[config.mk]
export PLATFORM = sky130hd
export DESIGN_NAME = audio_bclk_divider
export DESIGN_NICKNAME = d
export VERILOG_FILES = /design/src/rtl/bclk_div_pkg.sv /design/src/rtl/bclk_ratio_decode.sv /design/src/rtl/bclk_src_select.sv /design/src/rtl/bclk_fsm.sv /design/src/rtl/audio_bclk_divider.sv
export SDC_FILE = /design/constraint.sdc
export NUM_CORES = 1
export LEC_CHECK = 0
export BUFFER_PORTS_ARGS = -buffer_cell sky130_fd_sc_hd__buf_2
export CORE_UTILIZATION = 45
export CTS_CLUSTER_SIZE = 28
export DETAILED_ROUTE_END_ITERATION = 6
export PLACE_DENSITY = 0.6
export SLEW_MARGIN = 20
export SYNTH_ARGS = -nofsm -noshare
export SYNTH_HDL_FRONTEND = slang
export SYNTH_HIERARCHICAL = 1
export SYNTH_SLANG_ARGS = --single-unit
[constraint.sdc]
create_clock -name clk -period 2.89 [get_ports clk]
set_input_delay 0.4335 -clock clk [delete_from_list [all_inputs] [get_ports clk]]
set_output_delay 0.4335 -clock clk [all_outputs]
set_load 0.1 [all_outputs]
[src/rtl/bclk_div_pkg.sv]
package bclk_div_pkg;
    localparam int CODE_W = 4;
    localparam int CNT_W  = 8;

    typedef enum logic [1:0] {
        ST_OFF  = 2'd0,
        ST_PARK = 2'd1,
        ST_HIGH = 2'd2,
        ST_LOW  = 2'd3
    } bclk_state_t;
endpackage

[src/rtl/bclk_ratio_decode.sv]
module bclk_ratio_decode
    import bclk_div_pkg::*;
#(
    parameter int CW = CODE_W,
    parameter int NW = CNT_W
) (
    input  logic [CW-1:0] code,
    output logic [NW-1:0] half_len
);
    localparam int POW2_CODES = 8;
    localparam int SIX_LAST   = 12;

    always_comb begin
        if (int'(code) < POW2_CODES) begin
            half_len = NW'(1) << code[2:0];
        end else if (int'(code) <= SIX_LAST) begin
            half_len = NW'(6) << code[2:0];
        end else begin
            half_len = NW'(1);
        end
    end
endmodule

[src/rtl/bclk_src_select.sv]
module bclk_src_select (
    input  logic clk,
    input  logic rst_n,
    input  logic capture,
    input  logic sel_in,
    input  logic ext_tick,
    input  logic tmr_tick,
    output logic sel_q,
    output logic mtick
);
    always_ff @(posedge clk or negedge rst_n) begin
        if (!rst_n) begin
            sel_q <= 1'b0;
        end else if (capture) begin
            sel_q <= sel_in;
        end
    end

    assign mtick = sel_q ? tmr_tick : ext_tick;
endmodule

[src/rtl/bclk_fsm.sv]
module bclk_fsm
    import bclk_div_pkg::*;
#(
    parameter int NW = CNT_W
) (
    input  logic          clk,
    input  logic          rst_n,
    input  logic          supply_en,
    input  logic          mtick,
    input  logic          stop_req,
    input  logic [NW-1:0] half_new,
    output logic          bck_out,
    output logic          bck_tick,
    output logic          is_off
);
    bclk_state_t   state, nxt;
    logic [NW-1:0] cnt, cnt_n;
    logic [NW-1:0] half_q, half_n;
    logic          tick_q, tick_n;
    logic          last_edge;

    assign last_edge = (cnt == half_q - NW'(1));

    always_comb begin
        nxt    = state;
        cnt_n  = cnt;
        half_n = half_q;
        tick_n = 1'b0;
        if (!supply_en) begin
            nxt   = ST_OFF;
            cnt_n = '0;
        end else begin
            unique case (state)
                ST_OFF: begin
                    nxt   = ST_PARK;
                    cnt_n = '0;
                end
                ST_PARK: begin
                    if (mtick && !stop_req) begin
                        nxt    = ST_HIGH;
                        cnt_n  = '0;
                        half_n = half_new;
                        tick_n = 1'b1;
                    end
                end
                ST_HIGH: begin
                    if (mtick) begin
                        if (last_edge) begin
                            nxt   = ST_LOW;
                            cnt_n = '0;
                        end else begin
                            cnt_n = cnt + NW'(1);
                        end
                    end
                end
                ST_LOW: begin
                    if (mtick) begin
                        if (last_edge) begin
                            cnt_n = '0;
                            if (stop_req) begin
                                nxt = ST_PARK;
                            end else begin
                                nxt    = ST_HIGH;
                                half_n = half_new;
                                tick_n = 1'b1;
                            end
                        end else begin
                            cnt_n = cnt + NW'(1);
                        end
                    end
                end
                default: nxt = ST_OFF;
            endcase
        end
    end

    always_ff @(posedge clk or negedge rst_n) begin
        if (!rst_n) begin
            state  <= ST_OFF;
            cnt    <= '0;
            half_q <= NW'(1);
            tick_q <= 1'b0;
        end else begin
            state  <= nxt;
            cnt    <= cnt_n;
            half_q <= half_n;
            tick_q <= tick_n;
        end
    end

    always_comb begin
        bck_out  = (state == ST_HIGH);
        bck_tick = tick_q;
        is_off   = (state == ST_OFF);
    end
endmodule

[src/rtl/audio_bclk_divider.sv]
module audio_bclk_divider
    import bclk_div_pkg::*;
(
    input  logic              clk,
    input  logic              rst_n,
    input  logic              mck_ext_tick,
    input  logic              mck_tmr_tick,
    input  logic              mck_src_sel,
    input  logic              mck_supply_en,
    input  logic [CODE_W-1:0] ratio_code,
    input  logic              auto_stop,
    input  logic              link_idle,
    output logic              bck_tick,
    output logic              bck_out
);
    logic             mtick;
    logic             sel_eff;
    logic             in_off;
    logic [CNT_W-1:0] half_new;
    logic             stop_req;

    assign stop_req = auto_stop & link_idle;

    bclk_src_select i_src (
        .clk      (clk),
        .rst_n    (rst_n),
        .capture  (in_off),
        .sel_in   (mck_src_sel),
        .ext_tick (mck_ext_tick),
        .tmr_tick (mck_tmr_tick),
        .sel_q    (sel_eff),
        .mtick    (mtick)
    );

    bclk_ratio_decode #(.CW(CODE_W), .NW(CNT_W)) i_dec (
        .code     (ratio_code),
        .half_len (half_new)
    );

    bclk_fsm #(.NW(CNT_W)) i_fsm (
        .clk       (clk),
        .rst_n     (rst_n),
        .supply_en (mck_supply_en),
        .mtick     (mtick),
        .stop_req  (stop_req),
        .half_new  (half_new),
        .bck_out   (bck_out),
        .bck_tick  (bck_tick),
        .is_off    (in_off)
    );
endmodule

==> results of run 1 <==
-- cell families after synthesis --
| group | after synthesis | share of synthesized area |
|---|---|---|
| XOR/XNOR | 11 | 0.0668 |
| AND/OR/NAND/NOR | 55 | 0.214 |
| adder cells (fa/ha/maj) | 6 | 0.0520 |
| AO/OA/AOI/OAI | 29 | 0.152 |
| buffers and inverters | 16 | 0.0529 |
| flip-flops | 20 | 0.348 |
| multiplexers | 11 | 0.114 |
-- cell usage in the layout (no fill, tap or decap), types with 2 or more instances in the layout --
cell type and n:
sky130_fd_sc_hd__nand4_1 6, sky130_fd_sc_hd__nand2b_1 6, sky130_fd_sc_hd__nor3_1 5, sky130_fd_sc_hd__nor2_1 7, sky130_fd_sc_hd__ha_1 6, sky130_fd_sc_hd__inv_1 11
sky130_fd_sc_hd__dfrtp_1 19, sky130_fd_sc_hd__buf_4 2, sky130_fd_sc_hd__a31oi_1 2, sky130_fd_sc_hd__buf_2 13, sky130_fd_sc_hd__xnor2_1 4, sky130_fd_sc_hd__xor2_1 7
sky130_fd_sc_hd__a21oi_1 4, sky130_fd_sc_hd__nand2_1 15, sky130_fd_sc_hd__mux2_4 11, sky130_fd_sc_hd__nand3_1 4, sky130_fd_sc_hd__a41oi_1 2, sky130_fd_sc_hd__nor2b_1 2
sky130_fd_sc_hd__clkbuf_4 3, sky130_fd_sc_hd__o22ai_1 3, sky130_fd_sc_hd__nand3b_1 2, sky130_fd_sc_hd__o21ai_0 3, sky130_fd_sc_hd__a21boi_0 2, sky130_fd_sc_hd__o21a_1 2
-- area by class of cell --
cell class / count / area [µm²]
Sequential cell: 20 / 502
Timing Repair Buffer: 15 / 80.1
Tap cell: 44 / 55.1
Clock buffer: 4 / 26.3
Inverter: 11 / 41.3
Fill cell: 305 / 1480
Multi-Input combinational cell: 112 / 865
-- sequential cells by signal (all words and copies together), names as in the netlist --
signal,count
i_fsm/half_q,8
i_fsm/bck_tick,1
i_fsm/state,2
i_src/sel_q,1
i_fsm/cnt,8
-- per-layer routing --
layer,part of all wire,wire (µm),GRT usage,up-vias
met5,0,0,0,-
met4,0.0029,8,0.0714,0
met3,0.036,101,0.0198,2
met2,0.46,1300,0.304,25
met1,0.50,1400,0.248,515
li1,-,-,-,557
-- power by group through the flow --
stage          registers [mW]  clock network (mW)  logic [mW]
4_1_cts                 0.382               0.152       0.326
6_report                0.382               0.144       0.325
3_3_place_gp            0.386                   0       0.316
5_1_grt                 0.390               0.164       0.354
3_5_place_dp            0.387                   0       0.324
2_1_floorplan           0.374                   0       0.266
-- worst register-to-register path, stage by stage (launching register included) --
cell	delay (ns)
sky130_fd_sc_hd__dfrtp_1	0.43
sky130_fd_sc_hd__inv_1	0.07
sky130_fd_sc_hd__ha_1	0.19
sky130_fd_sc_hd__or3b_1	0.40
sky130_fd_sc_hd__nor4_1	0.20
sky130_fd_sc_hd__o2111ai_1	0.14
sky130_fd_sc_hd__a311o_1	0.39
sky130_fd_sc_hd__a21oi_4	0.40
sky130_fd_sc_hd__mux2_4	0.34
-- stage by stage --
step                      power, mW  hold WS (ns)  std cells
after global routing          0.909        0.0631        206
after CTS                     0.860        0.0532        206
after global placement        0.702         0.409        202
after floorplan               0.639         0.138        148
final                         0.851        0.0521        206
after detailed placement      0.711         0.415        202
-- how the worst min path moves through the flow --
stage	end
2_1_floorplan	i_fsm/bck_tick
3_3_place_gp	i_fsm/cnt[6]
3_5_place_dp	i_fsm/cnt[6]
4_1_cts	i_fsm/cnt[6]
5_1_grt	i_fsm/cnt[7]
6_report	i_fsm/cnt[7]
==> impl_metrics.tcl, run 1 <==
set metrics [dict create \
    run_status "finished, final reports clean" \
    cp.buffers_inverters 1 \
    register_clock_pin_slew_on_the_reported_worst_setup_and_hold_paths_ns 0.12 \
    cp_cell_sequence "inv_1, ha_1, or3b_1, nor4_1, o2111ai_1, a311o_1, a21oi_4, mux2_4" \
    synth_edf_count 0 \
    timing_hold_violations_final 0 \
    final.period_utilization 0.926 \
    arrival_ns 2.87 \
    synth_top_area_cell "sky130_fd_sc_hd__dfrtp_1" \
    remaining_design_rule_violation_count 0 \
    firstDrtPassIters 4 \
    synth.avg_cell_area_um2 9.75 \
    switchingPower_mw 0.311 \
    dp_hpwl_mm 2.09 \
    grt_first_pass_wirelength_mm 4.76 \
    first_global_vias 1042 \
    part_of_the_total_power_dissipated_in_combinational_logic 0.382 \
    core.rowCount 20 \
    r2r_worst_path_depth 8 \
    utilization 0.514 \
    tritoncts.num_buffers 3 \
    chipWidth_um 58.6 \
    post-synth-top-count-cell "sky130_fd_sc_hd__dfrtp_1" \
    die-area_mm2 0.00344 \
    start_util 0.473 \
    area_growth_pct 8.76 \
    antenna_violations_before_repair 0 \
    avgRoutedWirePerCell_um 13.6 \
    cell_int_power_mw 0.540 \
    routed_via_density 5.33 \
    io-pin-count 14 \
    post-cts-setup-buffers 0 \
    critical_path.slowest_cell "sky130_fd_sc_hd__dfrtp_1" \
    synth_seq_area_share 0.348 \
    fin_tns_setup_ns 0 \
    fmaxAchievable_ghz 0.374 \
    finalMaxSlewViolations 0 \
    cts-htree-levels 1 \
    worst_pin_slew_ns 0.519 \
    critPathTopFamily "compound AO/OA/AOI/OAI gates" \
    clock_sinks 20 \
    design_area_mm2 0.00157 \
    detailedPlace.worstSlack_ns 0.229 \
    cp_max_fo 9 \
    synthTopCellsByArea "sky130_fd_sc_hd__dfrtp_1 33%, sky130_fd_sc_hd__mux2_4 11%, sky130_fd_sc_hd__ha_1 5.2%" \
    drt_iter0_drc 51 \
    cp.required_ns 3.09 \
    seq_power_share 0.449 \
    io_buffer_count 13 \
    crit_path_end_kind "register" \
    p_clk_frac 0.170 \
    grt_util_all_layers 0.184 \
    power.density_mw_per_mm2 542 \
    via_count 1099 \
    slew_headroom 0.651 \
    critical_path.endpoint "i_fsm/half_q[4]" \
    crit_type "reg2reg" \
    die_height_um 58.6 \
    setup_viol 0 \
    grt_max_degree 21 \
    clock_latency_ns 0.31 \
    netSwitchingFraction 0.366 \
    critical_path.startpoint_type "register" \
    net_count_after_synthesis 166 \
    clk_root_buffer_cell "sky130_fd_sc_hd__clkbuf_4" \
    placement.cell_area_mm2 0.00154 \
    final_layout_size_suffix_gt1_frac 0.222 \
    ys_dominant_reg_cell "sky130_fd_sc_hd__dfrtp_1" \
    setup.worst_path.start "i_fsm/half_q[1]" \
    postLayoutSetupSlackWorst_ns 0.215 \
    synth_top_area_share 0.330 \
    globalRoute.totalOverflow 0 \
    r2r_start "i_fsm/half_q[1]" \
    cp_num_cells 8 \
    power.leakage_nw 0.688 \
    ctsLongestPathBuffers 2 \
    unrepaired_setup_endpoints_after_global_routing "no" \
    n_antenna_cell 0 \
    netlist_instances 148 \
    synth_top_cells_by_count "19 x sky130_fd_sc_hd__dfrtp_1, 15 x sky130_fd_sc_hd__nand2_1, 11 x sky130_fd_sc_hd__inv_1, 11 x sky130_fd_sc_hd__mux2_4" \
    netlist-cell-type-count 44 \
    finalClockSkew_ns 0.00990 \
    cts-hold-fix-buffers 0 \
    synth.cell_area_mm2 0.00144 \
    period_needed_ns 2.67 \
    synthesized_flop_and_latch_total 20 \
    synthesis.yosys.warnings 6 \
    synth_async_sr_flop_share 1.00 \
    globalplace.congestion 0.774 \
    cts_tree "yes" \
    core_region_area_mm2 0.00305 \
    routed_wirelength_mm 2.80 \
    nets 181 \
    timing.reg2reg.setup_slack_ns 0.22 \
    reg_to_reg_end "i_fsm/half_q[4]" \
    timing.max_cap.violations 0 \
    postRouteAntennaNets 0 \
    cp_slowest_stage_delay_ns 0.43 \
    min_path_type "in2async" \
    maximum_vdd_ir_drop_mv 0.250 \
    postCtsResizedCells 0 \
]
(Power assumes the default switching activity.)
==> run 2, diff against run 1 <==
--- a/config.mk
+++ b/config.mk
@@ -9,8 +9,8 @@
 export CORE_UTILIZATION = 45
 export CTS_CLUSTER_SIZE = 28
 export DETAILED_ROUTE_END_ITERATION = 6
+export GPL_TIMING_DRIVEN = 0
 export PLACE_DENSITY = 0.6
-export SLEW_MARGIN = 20
 export SYNTH_ARGS = -nofsm -noshare
 export SYNTH_HDL_FRONTEND = slang
 export SYNTH_HIERARCHICAL = 1
==> impl_metrics.tcl, run 2 (synthesized netlist as in run 1, its figures left out) <==
set metrics [dict create \
    clock_latency_ns 0.31 \
    period_needed_ns 2.65 \
    unrepaired_setup_endpoints_after_global_routing "no" \
    part_of_the_total_power_dissipated_in_combinational_logic 0.383 \
    cp_slowest_stage_delay_ns 0.44 \
    top_layer_used "met4" \
    register_clock_pin_slew_on_the_reported_worst_setup_and_hold_paths_ns 0.12 \
    postCtsResizedCells 0 \
    power.leakage_nw 0.707 \
    worst_pin_slew_ns 0.617 \
    io_buffer_count 12 \
    layout.cells.most_common_list "19 x sky130_fd_sc_hd__dfrtp_1, 15 x sky130_fd_sc_hd__nand2_1, 13 x sky130_fd_sc_hd__buf_2" \
    routed_wirelength_mm 2.89 \
    io-pin-count 14 \
    layout.filler_cells 292 \
    r2r_start "i_fsm/half_q[1]" \
    crit_path_end_kind "register" \
    dr_wl_met3_um 80 \
    power.density_mw_per_mm2 548 \
    r2r_worst_path_depth 10 \
    setup.worst_path.start "i_fsm/half_q[1]" \
    grt_first_pass_wirelength_mm 5.20 \
    slew_headroom 0.589 \
    avgRoutedWirePerCell_um 13.8 \
    tritoncts.num_buffers 3 \
    cp_max_fo 9 \
    core_region_area_mm2 0.00305 \
    via_count 1124 \
    seq_power_share 0.429 \
    reg_top3 "i_fsm/cnt x8, i_fsm/half_q x8, i_fsm/state x2" \
    reg_to_reg_end "i_fsm/half_q[1]" \
    chipWidth_um 58.6 \
    finalClockSkew_ns 0.00299 \
    core.rowCount 20 \
    timing_hold_violations_final 0 \
    netSwitchingFraction 0.359 \
    min_path_type "in2async" \
    post-cts-setup-buffers 0 \
    postRouteAntennaNets 0 \
    design_area_mm2 0.00161 \
    dp_hpwl_mm 2.10 \
    met1Wirelength_mm 1.43 \
    routed_via_density 5.38 \
    timing.max_cap.violations 0 \
    critical_path.startpoint_type "register" \
    switchingPower_mw 0.318 \
    antenna_violations_before_repair 0 \
    area_taken_by_multi_input_logic_gates_um2 865 \
    met2_length_mm 1.34 \
    clock_sinks 20 \
    area_growth_pct 11.9 \
    p_clk_frac 0.188 \
    die_height_um 58.6 \
    cts-hold-fix-buffers 0 \
    die-area_mm2 0.00344 \
    ctsLongestPathBuffers 2 \
    grt_util_all_layers 0.199 \
    remaining_design_rule_violation_count 0 \
    finalMaxSlewViolations 0 \
    cp_cell_sequence "inv_1, ha_1, or3b_1, nor4_1, o2111ai_1, a311o_1, buf_6, a21oi_4, buf_12, mux2_4" \
    drt_iter0_drc 55 \
    cts_tree "yes" \
    worst_hold_slack_ns 0.0550 \
    fin_tns_setup_ns 0 \
    start_util 0.473 \
    most_common_library_cell_in_the_layout_ignoring_fill_and_taps "sky130_fd_sc_hd__dfrtp_1" \
    postLayoutSetupSlackWorst_ns 0.238 \
    placement.cell_area_mm2 0.00156 \
    final_layout_size_suffix_gt1_frac 0.230 \
    cell_int_power_mw 0.567 \
    firstDrtPassIters 4 \
    critical_path.endpoint "i_fsm/half_q[1]" \
    run_status "finished, final reports clean" \
    crit_type "reg2reg" \
    cts-htree-levels 1 \
    final-seq-area_um2 502 \
    setup_viol 0 \
    arrival_ns 2.86 \
    cp.required_ns 3.09 \
    maximum_vdd_ir_drop_mv 0.301 \
    fmaxAchievable_ghz 0.377 \
    grt_max_degree 21 \
    critical_path.slowest_cell "sky130_fd_sc_hd__dfrtp_1" \
    nets 184 \
    design_power_total_mw 0.884 \
    first_global_vias 1080 \
    globalRoute.totalOverflow 0 \
    clk_root_buffer_cell "sky130_fd_sc_hd__clkbuf_4" \
    final.period_utilization 0.918 \
    timing.reg2reg.setup_slack_ns 0.24 \
    globalplace.congestion 0.741 \
    detailedPlace.worstSlack_ns 0.147 \
    n_antenna_cell 0 \
]
run 2: power groups by stage:
| stage | sequential [mW] | clock (mW) | combinational (mW) |
|---|---|---|---|
| floorplan | 0.374 | 0 | 0.266 |
| global placement | 0.382 | 0 | 0.320 |
| detailed placement | 0.383 | 0 | 0.332 |
| CTS | 0.379 | 0.180 | 0.336 |
| global route | 0.385 | 0.186 | 0.375 |
| finish | 0.379 | 0.166 | 0.339 |
run 2: final cells by class:
| type | instances | area share |
|---|---|---|
| flip-flops and latches | 20 | 0.311 |
| well taps | 44 | 0.0341 |
| inverters | 11 | 0.0256 |
| clock buffers | 4 | 0.0225 |
| repair buffers | 13 | 0.0496 |
| multi-input cells | 112 | 0.536 |
| plain buffers | 5 | 0.0217 |
run 2: per-stage QoR:
| step | std cells | util |
|---|---|---|
| after detailed placement | 204 | 0.510 |
| after floorplan | 148 | - |
| final | 209 | 0.529 |
| after global routing | 209 | 0.529 |
| after CTS | 208 | 0.522 |
| after global placement | 204 | 0.510 |
run 2: how the worst min path moves through the flow:
stage / to / depth (start not counted)
2_1_floorplan: i_fsm/bck_tick / 0
3_3_place_gp: i_fsm/cnt[6] / 1
3_5_place_dp: i_fsm/cnt[5] / 1
4_1_cts: i_fsm/cnt[5] / 1
5_1_grt: i_fsm/cnt[7] / 1
6_report: i_fsm/cnt[5] / 1
run 2: worst max-delay path, delay by kind of cell, from the launching register on:
family | cells | cell delay, ns
flip-flops | 1 | 0.44
multiplexers | 1 | 0.30
AND/OR/NAND/NOR | 2 | 0.59
buffers and inverters | 3 | 0.37
AO/OA/AOI/OAI | 3 | 0.64
adder cells (fa/ha/maj) | 1 | 0.21
run 2: routing by layer:
layer / GRT usage / vias up
met2: 0.319 / 22
met4: 0.0714 / 0
li1: - / 567
met1: 0.281 / 530
met3: 0.0198 / 5
met5: 0 / -
